===== src/rtl/sc_ctrl_pkg.sv =====
// Shared encodings and the internal control bundle of the decoder.
// Assumes a 6-bit opcode and a 6-bit function field.
package sc_ctrl_pkg;
    localparam int OP_W  = 6;
    localparam int FN_W  = 6;
    localparam int ALU_W = 5;
    localparam int SEL_W = 2;

    localparam logic [ALU_W-1:0] ALU_ADD  = 5'b00001;
    localparam logic [ALU_W-1:0] ALU_SUB  = 5'b10001;
    localparam logic [ALU_W-1:0] ALU_SLT  = 5'b10101;
    localparam logic [ALU_W-1:0] ALU_SLTU = 5'b11101;
    localparam logic [ALU_W-1:0] ALU_SLL  = 5'b00010;
    localparam logic [ALU_W-1:0] ALU_SRL  = 5'b01010;
    localparam logic [ALU_W-1:0] ALU_SRA  = 5'b01110;
    localparam logic [ALU_W-1:0] ALU_AND  = 5'b00000;
    localparam logic [ALU_W-1:0] ALU_OR   = 5'b00100;
    localparam logic [ALU_W-1:0] ALU_XOR  = 5'b01000;
    localparam logic [ALU_W-1:0] ALU_NOR  = 5'b01100;

    typedef enum logic [1:0] {FLOW_SEQ, FLOW_REG, FLOW_BR, FLOW_ABS} flow_e;

    typedef struct packed {
        logic               ok;
        flow_e              flow;
        logic               br_ne;
        logic [SEL_W-1:0]   wa_sel;
        logic [SEL_W-1:0]   wd_sel;
        logic [SEL_W-1:0]   a_sel;
        logic               b_sel;
        logic               sext;
        logic [ALU_W-1:0]   fn;
        logic               rf_we;
        logic               mem_we;
    } ctl_t;

    // Rest values for every field; decoders override what they use.
    function automatic ctl_t ctl_rest();
        ctl_t c;
        c.ok     = 1'b0;
        c.flow   = FLOW_SEQ;
        c.br_ne  = 1'b0;
        c.wa_sel = 2'd0;
        c.wd_sel = 2'd1;
        c.a_sel  = 2'd0;
        c.b_sel  = 1'b0;
        c.sext   = 1'b1;
        c.fn     = ALU_ADD;
        c.rf_we  = 1'b0;
        c.mem_we = 1'b0;
        return c;
    endfunction
endpackage


===== src/rtl/sc_rtype_dec.sv =====
// Decodes the function field of register-format instructions.
// Assumes the caller only uses the result when the opcode is zero.
module sc_rtype_dec
    import sc_ctrl_pkg::*;
(
    input  logic [FN_W-1:0] funct,
    output ctl_t            ctl
);
    // Map each function code to its control bundle.
    always_comb begin
        ctl = ctl_rest();
        ctl.ok     = 1'b1;
        ctl.rf_we  = 1'b1;
        case (funct)
            6'b100000, 6'b100001: ctl.fn = ALU_ADD;
            6'b100010, 6'b100011: ctl.fn = ALU_SUB;
            6'b100100: ctl.fn = ALU_AND;
            6'b100101: ctl.fn = ALU_OR;
            6'b100110: ctl.fn = ALU_XOR;
            6'b100111: ctl.fn = ALU_NOR;
            6'b101010: ctl.fn = ALU_SLT;
            6'b101011: ctl.fn = ALU_SLTU;
            6'b000000: begin ctl.fn = ALU_SLL; ctl.a_sel = 2'd1; end
            6'b000010: begin ctl.fn = ALU_SRL; ctl.a_sel = 2'd1; end
            6'b000011: begin ctl.fn = ALU_SRA; ctl.a_sel = 2'd1; end
            6'b000100: ctl.fn = ALU_SLL;
            6'b000110: ctl.fn = ALU_SRL;
            6'b000111: ctl.fn = ALU_SRA;
            6'b001000: begin ctl.flow = FLOW_REG; ctl.rf_we = 1'b0; end
            6'b001001: begin ctl.flow = FLOW_REG; ctl.wd_sel = 2'd0; end
            default: begin ctl.ok = 1'b0; ctl.rf_we = 1'b0; end
        endcase
    end
endmodule


===== src/rtl/sc_itype_dec.sv =====
// Decodes the opcode of immediate, memory, branch and jump instructions.
// Assumes opcode zero is handled by the register-format decoder.
module sc_itype_dec
    import sc_ctrl_pkg::*;
(
    input  logic [OP_W-1:0] opcode,
    output ctl_t            ctl
);
    // Map each opcode to its control bundle.
    always_comb begin
        ctl = ctl_rest();
        ctl.ok = 1'b1;
        if (opcode[5:3] == 3'b001) begin
            ctl.rf_we  = 1'b1;
            ctl.wa_sel = 2'd1;
            ctl.b_sel  = 1'b1;
            case (opcode[2:0])
                3'b000, 3'b001: ctl.fn = ALU_ADD;
                3'b010: ctl.fn = ALU_SLT;
                3'b011: ctl.fn = ALU_SLTU;
                3'b100: begin ctl.fn = ALU_AND; ctl.sext = 1'b0; end
                3'b101: begin ctl.fn = ALU_OR;  ctl.sext = 1'b0; end
                3'b110: begin ctl.fn = ALU_XOR; ctl.sext = 1'b0; end
                default: begin
                    ctl.fn    = ALU_SLL;
                    ctl.sext  = 1'b0;
                    ctl.a_sel = 2'd2;
                end
            endcase
        end else begin
            case (opcode)
                6'b100011: begin
                    ctl.rf_we = 1'b1; ctl.wa_sel = 2'd1;
                    ctl.wd_sel = 2'd2; ctl.b_sel = 1'b1;
                end
                6'b101011: begin ctl.mem_we = 1'b1; ctl.b_sel = 1'b1; end
                6'b000100: begin ctl.flow = FLOW_BR; ctl.fn = ALU_SUB; end
                6'b000101: begin
                    ctl.flow = FLOW_BR; ctl.fn = ALU_SUB; ctl.br_ne = 1'b1;
                end
                6'b000010: ctl.flow = FLOW_ABS;
                6'b000011: begin
                    ctl.flow = FLOW_ABS; ctl.rf_we = 1'b1;
                    ctl.wa_sel = 2'd2; ctl.wd_sel = 2'd0;
                end
                default: ctl.ok = 1'b0;
            endcase
        end
    end
endmodule


===== src/rtl/sc_pc_resolve.sv =====
// Turns the flow class and the ALU zero flag into the next-PC select.
// Assumes the ALU subtracts the two registers for branches.
module sc_pc_resolve
    import sc_ctrl_pkg::*;
(
    input  flow_e            flow,
    input  logic             br_ne,
    input  logic             ok,
    input  logic             zero,
    output logic [SEL_W-1:0] pc_sel
);
    // Taken branch when the flag matches the branch polarity.
    always_comb begin
        pc_sel = 2'd0;
        if (ok) begin
            case (flow)
                FLOW_REG: pc_sel = 2'd1;
                FLOW_BR:  pc_sel = (zero ^ br_ne) ? 2'd2 : 2'd0;
                FLOW_ABS: pc_sel = 2'd3;
                default:  pc_sel = 2'd0;
            endcase
        end
    end
endmodule


===== src/rtl/sc_ctrl_decoder.sv =====
// Top-level control decoder for a single-cycle core: selects between the
// register-format and opcode decoders and gates enables on legality.
// Assumes a purely combinational use inside one clock cycle.
module sc_ctrl_decoder
    import sc_ctrl_pkg::*;
(
    input  logic [5:0] opcode,
    input  logic [5:0] funct,
    input  logic       alu_zero,
    output logic [1:0] pc_sel,
    output logic [1:0] wa_sel,
    output logic [1:0] wd_sel,
    output logic [1:0] a_sel,
    output logic       b_sel,
    output logic       imm_sext,
    output logic [4:0] alu_fn,
    output logic       rf_we,
    output logic       mem_we,
    output logic       illegal_op
);
    ctl_t r_ctl, i_ctl, sel_ctl, out_ctl;

    sc_rtype_dec u_rdec (.funct(funct),   .ctl(r_ctl));
    sc_itype_dec u_idec (.opcode(opcode), .ctl(i_ctl));

    // Choose the decoder by the register-format opcode.
    always_comb sel_ctl = (opcode == '0) ? r_ctl : i_ctl;

    // Rejected encodings fall back to rest values with no writes.
    always_comb begin
        out_ctl = sel_ctl.ok ? sel_ctl : ctl_rest();
    end

    sc_pc_resolve u_pc (
        .flow(out_ctl.flow), .br_ne(out_ctl.br_ne), .ok(sel_ctl.ok),
        .zero(alu_zero), .pc_sel(pc_sel)
    );

    // Drive the datapath controls.
    always_comb begin
        wa_sel     = out_ctl.wa_sel;
        wd_sel     = out_ctl.wd_sel;
        a_sel      = out_ctl.a_sel;
        b_sel      = out_ctl.b_sel;
        imm_sext   = out_ctl.sext;
        alu_fn     = out_ctl.fn;
        rf_we      = out_ctl.rf_we;
        mem_we     = out_ctl.mem_we;
        illegal_op = ~sel_ctl.ok;
    end
endmodule


===== config.mk =====
export PLATFORM = sky130hd
export DESIGN_NAME = sc_ctrl_decoder
export DESIGN_NICKNAME = d
export VERILOG_FILES = /design/src/rtl/sc_ctrl_pkg.sv /design/src/rtl/sc_rtype_dec.sv /design/src/rtl/sc_itype_dec.sv /design/src/rtl/sc_pc_resolve.sv /design/src/rtl/sc_ctrl_decoder.sv
export SDC_FILE = /design/constraint.sdc
export NUM_CORES = 1
export LEC_CHECK = 0
export BUFFER_PORTS_ARGS = -buffer_cell sky130_fd_sc_hd__buf_2
export CAP_MARGIN = 15
export CORE_MARGIN = 3
export CORE_UTILIZATION = 60
export DETAILED_ROUTE_END_ITERATION = 8
export GPL_TIMING_DRIVEN = 0
export PLACE_DENSITY_LB_ADDON = 0.05
export RECOVER_POWER = 50
export REMOVE_ABC_BUFFERS = 1
export SYNTH_ARGS = -nofsm -noshare
export SYNTH_HDL_FRONTEND = slang
export SYNTH_HIERARCHICAL = 1
export SYNTH_SLANG_ARGS = --single-unit

===== constraint.sdc =====
create_clock -name vclk -period 2.82
set_input_delay 0.282 -clock vclk [all_inputs]
set_output_delay 0.282 -clock vclk [all_outputs]
set_load 0.05 [all_outputs]

==> results.md <==
- final count of pins violating max slew: 0
- worst hold path type: primary input to output port
- CP Data Required Time: 2540 ps
- vias per cell: 5.47
- status: complete, no violations
- sequential cell area: 0 µm²
- complex-gate fraction of the synthesized area: 11.0%
- number of gates resized after CTS: 1
- actual slew at the worst max-slew pin: 1060 ps
- cts hold-fix bufs: 0
- global-route wire length before repair: 3.36 mm
- First DRT Iteration DRCs: 19
- number of design rule violations left after detail routing: 0
- post-route worst hold slack: 1100 ps
- worst slack, placed: -207 ps
- synthesis-to-finish area growth: -0.000482%
- total of buffers placed on input and output ports: 31
- Final Non-Filler Cells: 186
- Ports: 31
- height of the chip: 47.6 µm
- Inserted Diodes: 0
- Static Leakage: 0.549 nW
- placed cell count: 186
- final setup slack of the worst path: 256 ps
- post-route fraction of the period consumed by the critical path: 90.9%
- total number of vias: 1017
- maximum number of pins on one net before global-route repair: 21
- post-CTS setup buffer count: 0
- final-layout clock buffer total: 0
- total global routing overflow: 0
- post-synthesis adder-cell area fraction: 0%
- final hold viol count: 0
- number of antenna violations at the first check in global routing: 0
- peak supply drop: 0.0000883 V
- Synth Area in XOR/XNOR: 1.69%
- standard-cell row count: 14
- Cell Area, Synth: 0.00104 mm²
- die boundary width: 47.6 µm
- highest routed metal layer: met3
- share of layout cells above drive strength 1: 20.6%
- die area: 0.00226 mm²
- CP startpoint kind: primary input
- hold_sp: alu_zero
- RSZ-0062 raised after global routing: false
- share of synthesized area occupied by flip-flops and latches: 0%
- total number of yosys warnings: 6
- post-detailed-route wirelength per cell: 11.7 µm
- multiplexer area fraction after synthesis: 20.7%
- Synth Instances: 163
- final core area utilization: 66.5%
- shortest period the worst path allows: 2560 ps
- initial standard-cell utilization of the core: 66.5%
- relative slew slack: 29.5%
- Final nets: 185
- timing-limited maximum frequency: 390 MHz
- Syn Area/Cell: 6.36 µm²
- number of iterations in the first detailed-routing pass: 4
- max-cap check violation count: 0
- vias in the first global route: 788
- kind of end point of the critical path: output port
- post-synthesis simple-gate area fraction: 42.9%
- number of sequential cells in the layout: 0
- power density relative to cell area: 108 mW/mm²
- biggest fanout along the worst timing path: 20
- total core area: 0.00156 mm²
- routed wire length on met3: 68 µm
- critical path arrival: 2280 ps
- remaining number of nets flagged by the antenna check after routing: 0
- met1 WL: 1.02 mm
- aggregate global-route resource usage: 19.2%
- length of routed met2 wiring: 1.09 mm
- largest family of logic cells by synthesized area: simple AND/OR/NAND/NOR gates
- setup violators final: 0
- CP startpoint: opcode[4]
- routed wire length: 2.17 mm
- final RePlAce weighted congestion: 0.868
- Setup CP Type: primary input to output port
- hpwl dp: 1.62 mm
- count of distinct cell types in the synthesized netlist: 40
stage by stage:
| step | total power, W | setup TNS [ps] | instance area (µm²) |
|---|---|---|---|
| after floorplan | 0.0000676 | 0 | 845 |
| after global placement | 0.000103 | -2080 | 1020 |
| after detailed placement | 0.000109 | -245 | 1040 |
| after CTS | 0.000110 | 0 | 1040 |
| after global routing | 0.000124 | 0 | 1040 |
| final | 0.000112 | 0 | 1040 |
power breakdown:
group	total [W]	internal (W)	leakage, nW	switching [W]
Sequential	0	0	0	0
Combinational	0.000112	0.0000389	0.549	0.0000731
Clock	0	0	0	0
cells in the final DEF, fill, tap and decap left out, drive strengths merged, types with 2 or more instances in the layout:
master,count
a21oi,7
and2,2
and2b,3
and3b,2
buf,24
clkbuf,8
conb,10
inv,4
mux2i,20
nand2,38
nand2b,2
nor2,9
nor2b,9
nor3,3
nor4,3
nor4b,2
o211ai,2
o21ai,6
or3,3
xor2,2
routing by layer:
metal  track usage (%)  vias up
met2              34.8       22
met4                 0        0
met1              27.3      467
li1                  -      528
met3                 0        0
met5                 0        -
worst max-delay path: stages:
cell and delay, ps:
buf_2 160, nor4_1 270, nand2_1 650, mux2i_1 300
xor2_1 210, o211a_1 210, buf_2 200
layout make-up:
type               instances  area [µm²]
fillers                  167         522
multi-input cells        134         846
inverters                  4        15.0
repair buffers            32         156
well taps                 16        20.0
cells in the mapped netlist (all sizes together):
master	count	area share, %
or3b	1	0.84
conb	3	1.1
o21a	1	0.72
and2	2	1.2
buf	28	20
o31ai	1	0.72
xor2	2	1.7
or2	1	0.60
nor4b	2	2.3
nor2b	9	5.4
mux2	1	1.4
or4	1	1.1
nor2	9	3.3
and3b	2	1.7
o211a	1	0.97
mux2i	20	19
nor3b	1	0.72
clkbuf	4	1.4
nor3	3	1.4
or3	3	1.8
o21ai	6	3.3
and3	1	0.60
a21oi	7	3.4
and2b	3	2.4
nor4	3	3.3
nand3	1	0.48
nand4b	1	0.84
nand2	38	14
inv	4	1.4
o211ai	2	1.9
nand2b	2	1.2
path summary, 6_finish.rpt:
path	to	slack [ps]	cells after the start
hold / removal	pc_sel[1]	1100	4
setup / recovery	pc_sel[1]	260	7
kinds of logic after synthesis:
family,after synthesis
buffers and inverters,36
other,3
AOI/OAI and AO/OA,18
xor gates and xnor gates,2
and+or+nand+nor,83
muxes,21
Power figures use the tool's default switching activity.
